[src/rtl/usb_in_retry_pkg.sv]
package usb_in_retry_pkg;
  typedef enum logic [1:0] {
    RESP_DATA  = 2'd0,
    RESP_NAK   = 2'd1,
    RESP_STALL = 2'd2
  } resp_e;
endpackage

[src/rtl/inret_ep.sv]
module inret_ep #(
  parameter int LEN_W  = 10,
  parameter int PTR_W  = 11,
  parameter bit BIG    = 1'b0,
  parameter int MAX_FS = 64,
  parameter int MAX_HS = 512
) (
  input  logic             clk_i,
  input  logic             rst_ni,
  input  logic             hs_mode_i,
  input  logic             load_i,
  input  logic [LEN_W-1:0] cnt_i,
  input  logic             start_i,
  input  logic             byte_i,
  input  logic             ack_i,
  input  logic             tmo_i,
  input  logic             setup_i,
  input  logic             irq_clr_i,
  output logic             armed_o,
  output logic [LEN_W-1:0] len_o,
  output logic [PTR_W-1:0] ptr_o,
  output logic             tog_o,
  output logic             irq_o
);
  localparam logic [LEN_W-1:0] FS_LIM = LEN_W'(MAX_FS);
  localparam logic [LEN_W-1:0] HS_LIM = LEN_W'(MAX_HS);

  logic [LEN_W-1:0] cap, cnt_lim;
  logic [PTR_W-1:0] base_q, base_nxt;

  assign cap      = (BIG && hs_mode_i) ? HS_LIM : FS_LIM;
  assign cnt_lim  = (cnt_i > cap) ? cap : cnt_i;
  assign base_nxt = base_q + PTR_W'(len_o);

  always_ff @(posedge clk_i or negedge rst_ni) begin
    if (!rst_ni) begin
      armed_o <= 1'b0;
      len_o   <= '0;
    end else if (ack_i) begin
      armed_o <= 1'b0;
    end else if (load_i && !armed_o) begin
      armed_o <= 1'b1;
      len_o   <= cnt_lim;
    end
  end

  always_ff @(posedge clk_i or negedge rst_ni) begin
    if (!rst_ni) begin
      base_q <= '0;
      ptr_o  <= '0;
    end else if (ack_i) begin
      base_q <= base_nxt;
      ptr_o  <= base_nxt;
    end else if (tmo_i || start_i) begin
      ptr_o  <= base_q;
    end else if (byte_i) begin
      ptr_o  <= ptr_o + 1'b1;
    end
  end

  always_ff @(posedge clk_i or negedge rst_ni) begin
    if (!rst_ni)      tog_o <= 1'b0;
    else if (setup_i) tog_o <= 1'b1;
    else if (ack_i)   tog_o <= ~tog_o;
  end

  always_ff @(posedge clk_i or negedge rst_ni) begin
    if (!rst_ni)        irq_o <= 1'b0;
    else if (ack_i)     irq_o <= 1'b1;
    else if (irq_clr_i) irq_o <= 1'b0;
  end
endmodule

[src/rtl/inret_txn.sv]
module inret_txn
  import usb_in_retry_pkg::*;
#(
  parameter int NUM_EP = 3,
  parameter int EP_W   = 2,
  parameter int LEN_W  = 10
) (
  input  logic                        clk_i,
  input  logic                        rst_ni,
  input  logic                        tok_in_i,
  input  logic [EP_W-1:0]             tok_ep_i,
  input  logic                        ack_i,
  input  logic                        tmo_i,
  input  logic [NUM_EP-1:0]           stall_i,
  input  logic [NUM_EP-1:0]           armed_i,
  input  logic [NUM_EP-1:0]           tog_i,
  input  logic [NUM_EP-1:0][LEN_W-1:0] len_i,
  output logic [NUM_EP-1:0]           start_o,
  output logic                        busy_o,
  output logic [EP_W-1:0]             act_ep_o,
  output logic                        resp_valid_o,
  output logic [1:0]                  resp_o,
  output logic                        pid_o,
  output logic [LEN_W-1:0]            len_o
);
  logic tok_ok, accept, sel_stall, sel_armed, sel_tog;
  logic [LEN_W-1:0] sel_len;
  resp_e resp_d;

  assign tok_ok = tok_in_i && !busy_o && ({1'b0, tok_ep_i} < (EP_W+1)'(NUM_EP));

  always_comb begin
    sel_stall = 1'b0;
    sel_armed = 1'b0;
    sel_tog   = 1'b0;
    sel_len   = '0;
    for (int i = 0; i < NUM_EP; i++) begin
      if (tok_ep_i == EP_W'(i)) begin
        sel_stall = stall_i[i];
        sel_armed = armed_i[i];
        sel_tog   = tog_i[i];
        sel_len   = len_i[i];
      end
    end
  end

  assign accept = tok_ok && !sel_stall && sel_armed;

  always_comb begin
    if (sel_stall)      resp_d = RESP_STALL;
    else if (sel_armed) resp_d = RESP_DATA;
    else                resp_d = RESP_NAK;
  end

  for (genvar g = 0; g < NUM_EP; g++) begin : g_start
    assign start_o[g] = accept && (tok_ep_i == EP_W'(g));
  end

  always_ff @(posedge clk_i or negedge rst_ni) begin
    if (!rst_ni) begin
      busy_o       <= 1'b0;
      act_ep_o     <= '0;
      resp_valid_o <= 1'b0;
      resp_o       <= RESP_NAK;
      pid_o        <= 1'b0;
      len_o        <= '0;
    end else begin
      resp_valid_o <= tok_ok;
      if (tok_ok) begin
        resp_o <= resp_d;
        pid_o  <= sel_tog;
        len_o  <= accept ? sel_len : '0;
      end
      if (accept) begin
        busy_o   <= 1'b1;
        act_ep_o <= tok_ep_i;
      end else if (busy_o && (ack_i || tmo_i)) begin
        busy_o   <= 1'b0;
      end
    end
  end
endmodule

[src/rtl/usb_in_retry.sv]
module usb_in_retry #(
  parameter int NUM_EP = 3,
  parameter int BIG_EP = 2,
  parameter int MAX_FS = 64,
  parameter int MAX_HS = 512,
  parameter int PTR_W  = 11,
  parameter int LEN_W  = $clog2(MAX_HS + 1),
  parameter int EP_W   = (NUM_EP > 1) ? $clog2(NUM_EP + 1) : 1
) (
  input  logic              clk_i,
  input  logic              rst_ni,
  input  logic              hs_mode_i,
  input  logic              tok_in_i,
  input  logic [EP_W-1:0]   tok_ep_i,
  input  logic              byte_rd_i,
  input  logic              hs_ack_i,
  input  logic              timeout_i,
  input  logic              setup_i,
  input  logic [NUM_EP-1:0] stall_i,
  input  logic              load_i,
  input  logic [EP_W-1:0]   load_ep_i,
  input  logic [LEN_W-1:0]  load_cnt_i,
  input  logic [NUM_EP-1:0] irq_clr_i,
  output logic              resp_valid_o,
  output logic [1:0]        resp_o,
  output logic              tx_pid_o,
  output logic [LEN_W-1:0]  len_o,
  output logic              busy_o,
  output logic [EP_W-1:0]   act_ep_o,
  output logic [PTR_W-1:0]  rd_ptr_o,
  output logic [NUM_EP-1:0] tog_o,
  output logic              rx0_tog_o,
  output logic [NUM_EP-1:0] irq_o
);
  logic [NUM_EP-1:0]             armed, start;
  logic [NUM_EP-1:0][LEN_W-1:0]  ep_len;
  logic [NUM_EP-1:0][PTR_W-1:0]  ep_ptr;

  inret_txn #(.NUM_EP(NUM_EP), .EP_W(EP_W), .LEN_W(LEN_W)) u_txn (
    .clk_i, .rst_ni,
    .tok_in_i, .tok_ep_i,
    .ack_i(hs_ack_i), .tmo_i(timeout_i),
    .stall_i, .armed_i(armed), .tog_i(tog_o), .len_i(ep_len),
    .start_o(start), .busy_o, .act_ep_o,
    .resp_valid_o, .resp_o, .pid_o(tx_pid_o), .len_o
  );

  for (genvar g = 0; g < NUM_EP; g++) begin : g_ep
    logic here;
    assign here = busy_o && (act_ep_o == EP_W'(g));
    inret_ep #(
      .LEN_W(LEN_W), .PTR_W(PTR_W), .BIG(g == BIG_EP),
      .MAX_FS(MAX_FS), .MAX_HS(MAX_HS)
    ) u_ep (
      .clk_i, .rst_ni, .hs_mode_i,
      .load_i(load_i && (load_ep_i == EP_W'(g))),
      .cnt_i(load_cnt_i),
      .start_i(start[g]),
      .byte_i(here && byte_rd_i),
      .ack_i(here && hs_ack_i),
      .tmo_i(here && timeout_i && !hs_ack_i),
      .setup_i(setup_i && (g == 0)),
      .irq_clr_i(irq_clr_i[g]),
      .armed_o(armed[g]), .len_o(ep_len[g]), .ptr_o(ep_ptr[g]),
      .tog_o(tog_o[g]), .irq_o(irq_o[g])
    );
  end

  always_comb begin
    rd_ptr_o = '0;
    for (int i = 0; i < NUM_EP; i++)
      if (act_ep_o == EP_W'(i)) rd_ptr_o = ep_ptr[i];
  end

  always_ff @(posedge clk_i or negedge rst_ni) begin
    if (!rst_ni)      rx0_tog_o <= 1'b0;
    else if (setup_i) rx0_tog_o <= 1'b1;
  end
endmodule

[config.mk]
export PLATFORM = sky130hd
export DESIGN_NAME = usb_in_retry
export DESIGN_NICKNAME = d
export VERILOG_FILES = /design/src/rtl/usb_in_retry_pkg.sv /design/src/rtl/inret_ep.sv /design/src/rtl/inret_txn.sv /design/src/rtl/usb_in_retry.sv
export SDC_FILE = /design/constraint.sdc
export NUM_CORES = 1
export LEC_CHECK = 0
export BUFFER_PORTS_ARGS = -buffer_cell sky130_fd_sc_hd__buf_2
export CAP_MARGIN = 20
export CORE_MARGIN = 3
export CORE_UTILIZATION = 25
export DETAILED_ROUTE_END_ITERATION = 6
export GPL_ROUTABILITY_DRIVEN = 0
export GPL_TIMING_DRIVEN = 0
export PLACE_DENSITY_LB_ADDON = 0.08
export SLEW_MARGIN = 20
export SYNTH_ARGS = -nofsm -noshare
export SYNTH_HDL_FRONTEND = slang
export SYNTH_SLANG_ARGS = --single-unit
[constraint.sdc]
create_clock -name clk_i -period 2.6 [get_ports clk_i]
set_clock_uncertainty 0.05 [all_clocks]
set_input_delay 0.52 -clock clk_i [delete_from_list [all_inputs] [get_ports clk_i]]
set_output_delay 0.52 -clock clk_i [all_outputs]
set_load 0.01 [all_outputs]
# [After elaboration in Yosys (flattened, before gate mapping)]
# Cells that the tools add are included.
# Widths: inputs -> output; s select.
[word_totals] wordCells=148 ff_bits=123 out_inout_bits=35 inputBits=29
[classes] eq_ne=6 n_bitwise=6 n_reduce_logical=56 n_addsub=6 mux=46 magnitude_cmp=3
[ops] operator="$mux 11" count=12
[ops] operator="$mux 10" count=7
[ops] operator="$add 11x1->11 const B" count=3
[ops] operator="$add 11x10->11" count=3
[ops] operator="$logic_and 1x1->1" count=29
[ops] operator="$mux 1" count=26
[ops] operator="$reduce_bool 2->1" count=8
[ops] operator="$gt 10x10->1" count=1
[ops] operator="$gt 10x7->1 const B" count=1
[ops] operator="$reduce_bool 3->1" count=3
[ops] operator="$eq 2x1->1 const B" count=3
[ops] operator="$eq 2x2->1 const B" count=3
[ops] operator="$logic_not 1->1" count=6
[ops] operator="$logic_not 2->1" count=3
[ops] operator="$not 1->1" count=6
[ops] operator="$reduce_and 2->1" count=3
[ops] operator="$logic_or 1x1->1" count=4
[ops] operator="$lt 2x2->1 const B" count=1
[ops] operator="$mux 2" count=1

# [Longest topological paths before layout]
[logic_depth] ltp_word=11 mapped_depth=8 mapped_depth_nobuf=8

# [Modules after synthesis]
# Synthesis repeated with hierarchy kept, for this count alone.
[unflattened] cells_unflattened=841 area_unflattened_um2=7734.9
[by_module_without_submodules] module="inret_ep (g_ep[2].u_ep)" cells_per_inst=244 area_per_inst_um2=2177.1 seq_area_each_um2=875.8 instances=1
[by_module_without_submodules] module="inret_ep (g_ep[0].u_ep)" cells_per_inst=232 area_per_inst_um2=2123.3 seq_area_each_um2=875.8 instances=1
[by_module_without_submodules] module="inret_ep (g_ep[1].u_ep)" cells_per_inst=222 area_per_inst_um2=2082.0 seq_area_each_um2=875.8 instances=1
[by_module_without_submodules] module="inret_txn" cells_per_inst=96 area_per_inst_um2=954.7 seq_area_each_um2=426.7 instances=1
[by_module_without_submodules] module="usb_in_retry" cells_per_inst=47 area_per_inst_um2=397.9 seq_area_each_um2=25.0 instances=1

# [Worst setup path before layout]
# No wires, ideal clock.
[synth_timing] path_kind="reg-to-reg" from="register g_ep[2].u_ep.len_o[0]" to="register g_ep[2].u_ep.base_q[8]" setup_slack_ps=252 period_less_slack_ps=2348 arrival_time_ps=2166 required_time_ps=2419 n_path_buf=0 stages_incl_launch_ff=8 setup_ps=131 path_cell_list="dfrtp_1 > ha_1 > fa_1 > a211oi_1 > o21bai_1 > a2111oi_0 > or4_1 > nand3_1"
[synth_via] elab_chain_cells=1
[synth_rtl] element="from (decl)" line="inret_ep.sv:20" rtl="output logic [LEN_W-1:0] len_o,"
[synth_rtl] element="from (signal assigned)" line="inret_ep.sv:43" rtl="len_o <= cnt_lim;"
[synth_rtl] element="$add 11x10->11" line="inret_ep.sv:33" rtl="assign base_nxt = base_q + PTR_W'(len_o);"
[synth_rtl] element="to (signal assigned)" line="inret_ep.sv:52" rtl="base_q <= base_nxt;"
[synth_rtl] element="to (decl)" line="inret_ep.sv:29" rtl="logic [PTR_W-1:0] base_q, base_nxt;"
# Every way passes these cells.
# A chain may end at the register's enable or synchronous reset.

# [Worst setup path after layout]
[layout_timing] from="register u_txn.act_ep_o[1]" to="output rd_ptr_o[3]"
[layout_via] elab_chain_cells=4 elab_cells_between_ends=6 classes_between="2 x eq/ne; 3 x mux; 1 x reduce/logical"
[layout_rtl] element="from (decl)" line="inret_txn.sv:20" rtl="output logic [EP_W-1:0] act_ep_o,"
[layout_rtl] element="from (signal assigned)" line="inret_txn.sv:76" rtl="act_ep_o <= tok_ep_i;"
[layout_rtl] element="$logic_not 2->1" line="usb_in_retry.sv:72" rtl="if (act_ep_o == EP_W'(i)) rd_ptr_o = ep_ptr[i];"
[layout_rtl] element="$mux 11 (2 in series)" line="usb_in_retry.sv:72"
[layout_rtl] element="$mux 11 (*)" line="usb_in_retry.sv:72"
[layout_rtl] element="to (decl)" line="usb_in_retry.sv:30" rtl="output logic [PTR_W-1:0] rd_ptr_o,"
# Every way passes the cells marked *; elsewhere a longest branch is shown, timed or not.

==> summary.txt <==
Synth
  – Async set or reset register ratio after synthesis: 1.00
  – Post-synth top flop: dfrtp_1
  – Mux cell area share after synthesis: 0.0468
  – Syn Nets: 964
  – Compound-Gate Fraction of Synth Area: 0.212
  – Largest family of logic cells by synthesized area: compound AO/OA/AOI/OAI gates
  – Post-synth EDFFs: 0
  – Sequential-to-total area share from yosys stat: 0.387
  – Post-synth cell types: 75
  – Mean post-synth cell area: 8.86 um2
  – Mapped Cells: 897
  – Seq cells post-synth: 123
  – Synthesized area: 0.00795 mm2
  – Adder-Cell Fraction of Synth Area: 0.0627
  – XOR/XNOR Fraction of Synth Area: 0.0408
  – Synth warn: 0
  – Post-Synth Simple-Gate Area: 0.205

Global route
  – GR Util All Layers: 0.170
  – Pin count of the biggest net entering global routing: 78
  – Vias in the first global route: 6767
  – First-pass GRT wire length: 43.0 mm
  – Initial antenna violation count: 0
  – Grt total ovfl: 0

Detailed routing
  – Routed Antenna Nets: 0
  – Via count: 6900
  – Vias per inst: 4.97
  – Wire per inst: 20.5 um
  – Routed WL: about 28 mm
  – Remaining DRCs: 0
  – First-pass DRT Iterations: 5
  – Initial drt markers: 441

Worst setup path
  – Startpoint Class: flop
  – Worst r2r src: g_ep[1].u_ep.len_o[0]
  – R2r worst-path depth: 7
  – Crit. End Element: output pin
  – CP Data Arrival Time: roughly 1900 ps
  – CP Class: flop to output pin
  – Worst path required time: 2030 ps
  – Critical register-to-register path endpoint: g_ep[1].u_ep.ptr_o[10]
  – Max FO, Critical Path: 10
  – R2r setup slk: 150 ps

Floorplanning
  – Num rows: 64
  – Die Width: 184 um
  – Core area: 0.0310 mm2
  – Height of the die: 184 um
  – Die footprint: approximately 0.034 mm2
  – I/O pin cnt: between 60 and 70
  – Initial core utilization: 0.256

Timing
  – Fmax: 0.401 GHz
  – Slew headroom: 0.391
  – Tightest Pin Transition: 901 ps
  – Final Hold Vio Count: 0
  – RSZ-0062 raised after global routing: no
  – Setup TNS: 0 ps
  – Final setup violation count: 0
  – Slew Viols, Final: 0
  – Final period util: 0.959
  – Minimum clock period: 2490 ps

Placed design
  – PortBufs: 62
  – Post-DP HPWL: 22.0 mm
  – Placed insts: between 1000 and 1500

Clocking
  – CTS tree: yes
  – Clock buffer depth: 2
  – Htree depth: 4
  – Clock transition at path regs: 70 ps
  – Worst-Skew Late Latency: 430 ps
  – Post-CTS Setup Repair Bufs: 0
  – Clk sink count: 123
  – TritonCTS Buffers: 17
  – Clock root buffer: clkbuf_16

Layout
  – Post-route insts no fill: 1389
  – Number of diodes: 0
  – Layout Nets: approximately 1000
  – P&R area growth vs syn: 19.1%
  – Share of post-route cells with drive strength above 1: 0.162
  – # fillers: 3287

Power
  – VDD IR-drop max: 0.000465 V
  – LEAKAGE: 4.35 nW
  – Power density over cell area: 840 mW/mm2

Worst hold path
  – Worst hold path startpoint: irq_clr_i[0]
  – Hold path cells: 2
  – Worst hold path type: primary input to flop
  – Worst hold endpoint: g_ep[0].u_ep.irq_o

Status
  – Status: finished clean

Run
  – Max_cap viols: 0
-- layout by cell type, fill, tap and decap left out, types with 9 or more instances in the layout --
cell type and count:
buf_4 10, o21ai_1 19, a31oi_1 10, ha_1 35, clkbuf_16 17, nor3_1 19, xor2_1 16, nand3_1 23
inv_1 21, o21ai_0 66, a211oi_1 9, clkbuf_1 14, a21o_1 14, o211ai_1 17, dfrtp_1 122, nor2_1 61
nand2_1 155, and2_1 9, buf_2 75, a21oi_1 44, mux2i_1 27, a22oi_1 14, xnor2_1 21
-- critical path, cell delays in order, from the launching register on --
cell and delay, ps:
dfrtp_1 370, buf_6 160, clkbuf_2 340, mux2i_1 290, o21ai_0 150, buf_2 180
-- state kept, by name, indices dropped and copies added (netlist names) --
register,cells
g_ep.u_ep.armed_o,3
g_ep.u_ep.base_q,33
g_ep.u_ep.irq_o,3
g_ep.u_ep.len_o,30
g_ep.u_ep.ptr_o,33
g_ep.u_ep.tog_o,3
rx0_tog_o,1
u_txn.act_ep_o,2
u_txn.busy_o,1
u_txn.len_o,10
u_txn.pid_o,1
u_txn.resp_o,2
u_txn.resp_valid_o,1
-- cells in the mapped netlist (15+ instances only) --
master | instances | area (um2)
dfrtp_1 | 122 | 3050
ha_1 | 35 | 438
nand3_1 | 23 | 115
o211ai_1 | 17 | 128
mux2i_1 | 27 | 270
nor3_1 | 19 | 95.1
clkbuf_1 | 15 | 56.3
xnor2_1 | 21 | 184
nor2_1 | 61 | 229
nand2_1 | 155 | 582
buf_2 | 15 | 75.1
xor2_1 | 16 | 140
a21oi_1 | 44 | 220
o21ai_1 | 16 | 80.1
inv_1 | 21 | 78.8
o21ai_0 | 69 | 345
-- how the worst max path moves through the flow --
stage,from,cells after the start,slack (ps),endpoint
floorplan,g_ep[2].u_ep.len_o[0],7,250,g_ep[2].u_ep.base_q[8]
global placement,rst_ni,1,-1080,g_ep[0].u_ep.len_o[4]
detailed placement,g_ep[2].u_ep.len_o[0],7,-90,g_ep[2].u_ep.base_q[8]
CTS,g_ep[2].u_ep.len_o[0],7,10,g_ep[2].u_ep.base_q[8]
global route,g_ep[0].u_ep.len_o[0],8,2,g_ep[0].u_ep.ptr_o[6]
finish,u_txn.act_ep_o[1],5,110,rd_ptr_o[3]
-- routing by layer --
metal | wire length (um) | track usage | vias to the layer above | share of wire
li1 | - | - | 3418 | -
met5 | 0 | 0 | - | 0
met2 | 12500 | 0.260 | 102 | 0.44
met4 | 545 | 0.0484 | 0 | 0.019
met1 | 14500 | 0.245 | 3358 | 0.51
met3 | 814 | 0.0288 | 22 | 0.029
-- layout make-up --
class	count	area, um2	area share
Timing Repair Buffer	64	358	0.0378
Inverter	21	78.8	0.00833
Clock buffer	20	457	0.0483
Tap cell	396	495	0.0524
Clock inverter	12	163	0.0172
Multi-Input combinational cell	705	4540	0.480
Buffer	48	289	0.0305
Sequential cell	123	3080	0.325
-- what timing repair did --
action / CTS / global route
resized for setup: 7 / 10
setup endpoints to repair: 14 / 14
hold buffers: 1 / 0
pin swaps: 0 / 2
hold endpoints to repair: 45 / 0
-- cell families (layout without fill, tap and decap cells) --
family                   after synthesis  in the layout
buffers and inverters                 69            165
XOR/XNOR                              37             37
multiplexers                          36             36
adder cells (fa/ha/maj)               38             38
AO/OA/AOI/OAI                        255            255
AND/OR/NAND/NOR                      339            339
flip-flops                           123            123
-- through the flow --
step           hold slack, ps  power, mW  area, um2  utilization  worst slack (ps)
2_1_floorplan             174       4.39       7950            -               252
3_3_place_gp              394       5.40       8750        0.282             -1080
3_5_place_dp              394       5.40       8790        0.284             -90.1
4_1_cts                   200       8.03       9430        0.304              12.1
5_1_grt                   212       8.44       9460        0.305              2.22
6_report                  212       7.95       9460        0.305               108
-- power breakdown --
part	total (mW)	switching [mW]	internal, mW
Combinational	2.39	1.35	1.04
Sequential	2.98	0.661	2.32
Clock	2.58	1.01	1.57
(Power assumes the default switching activity.)
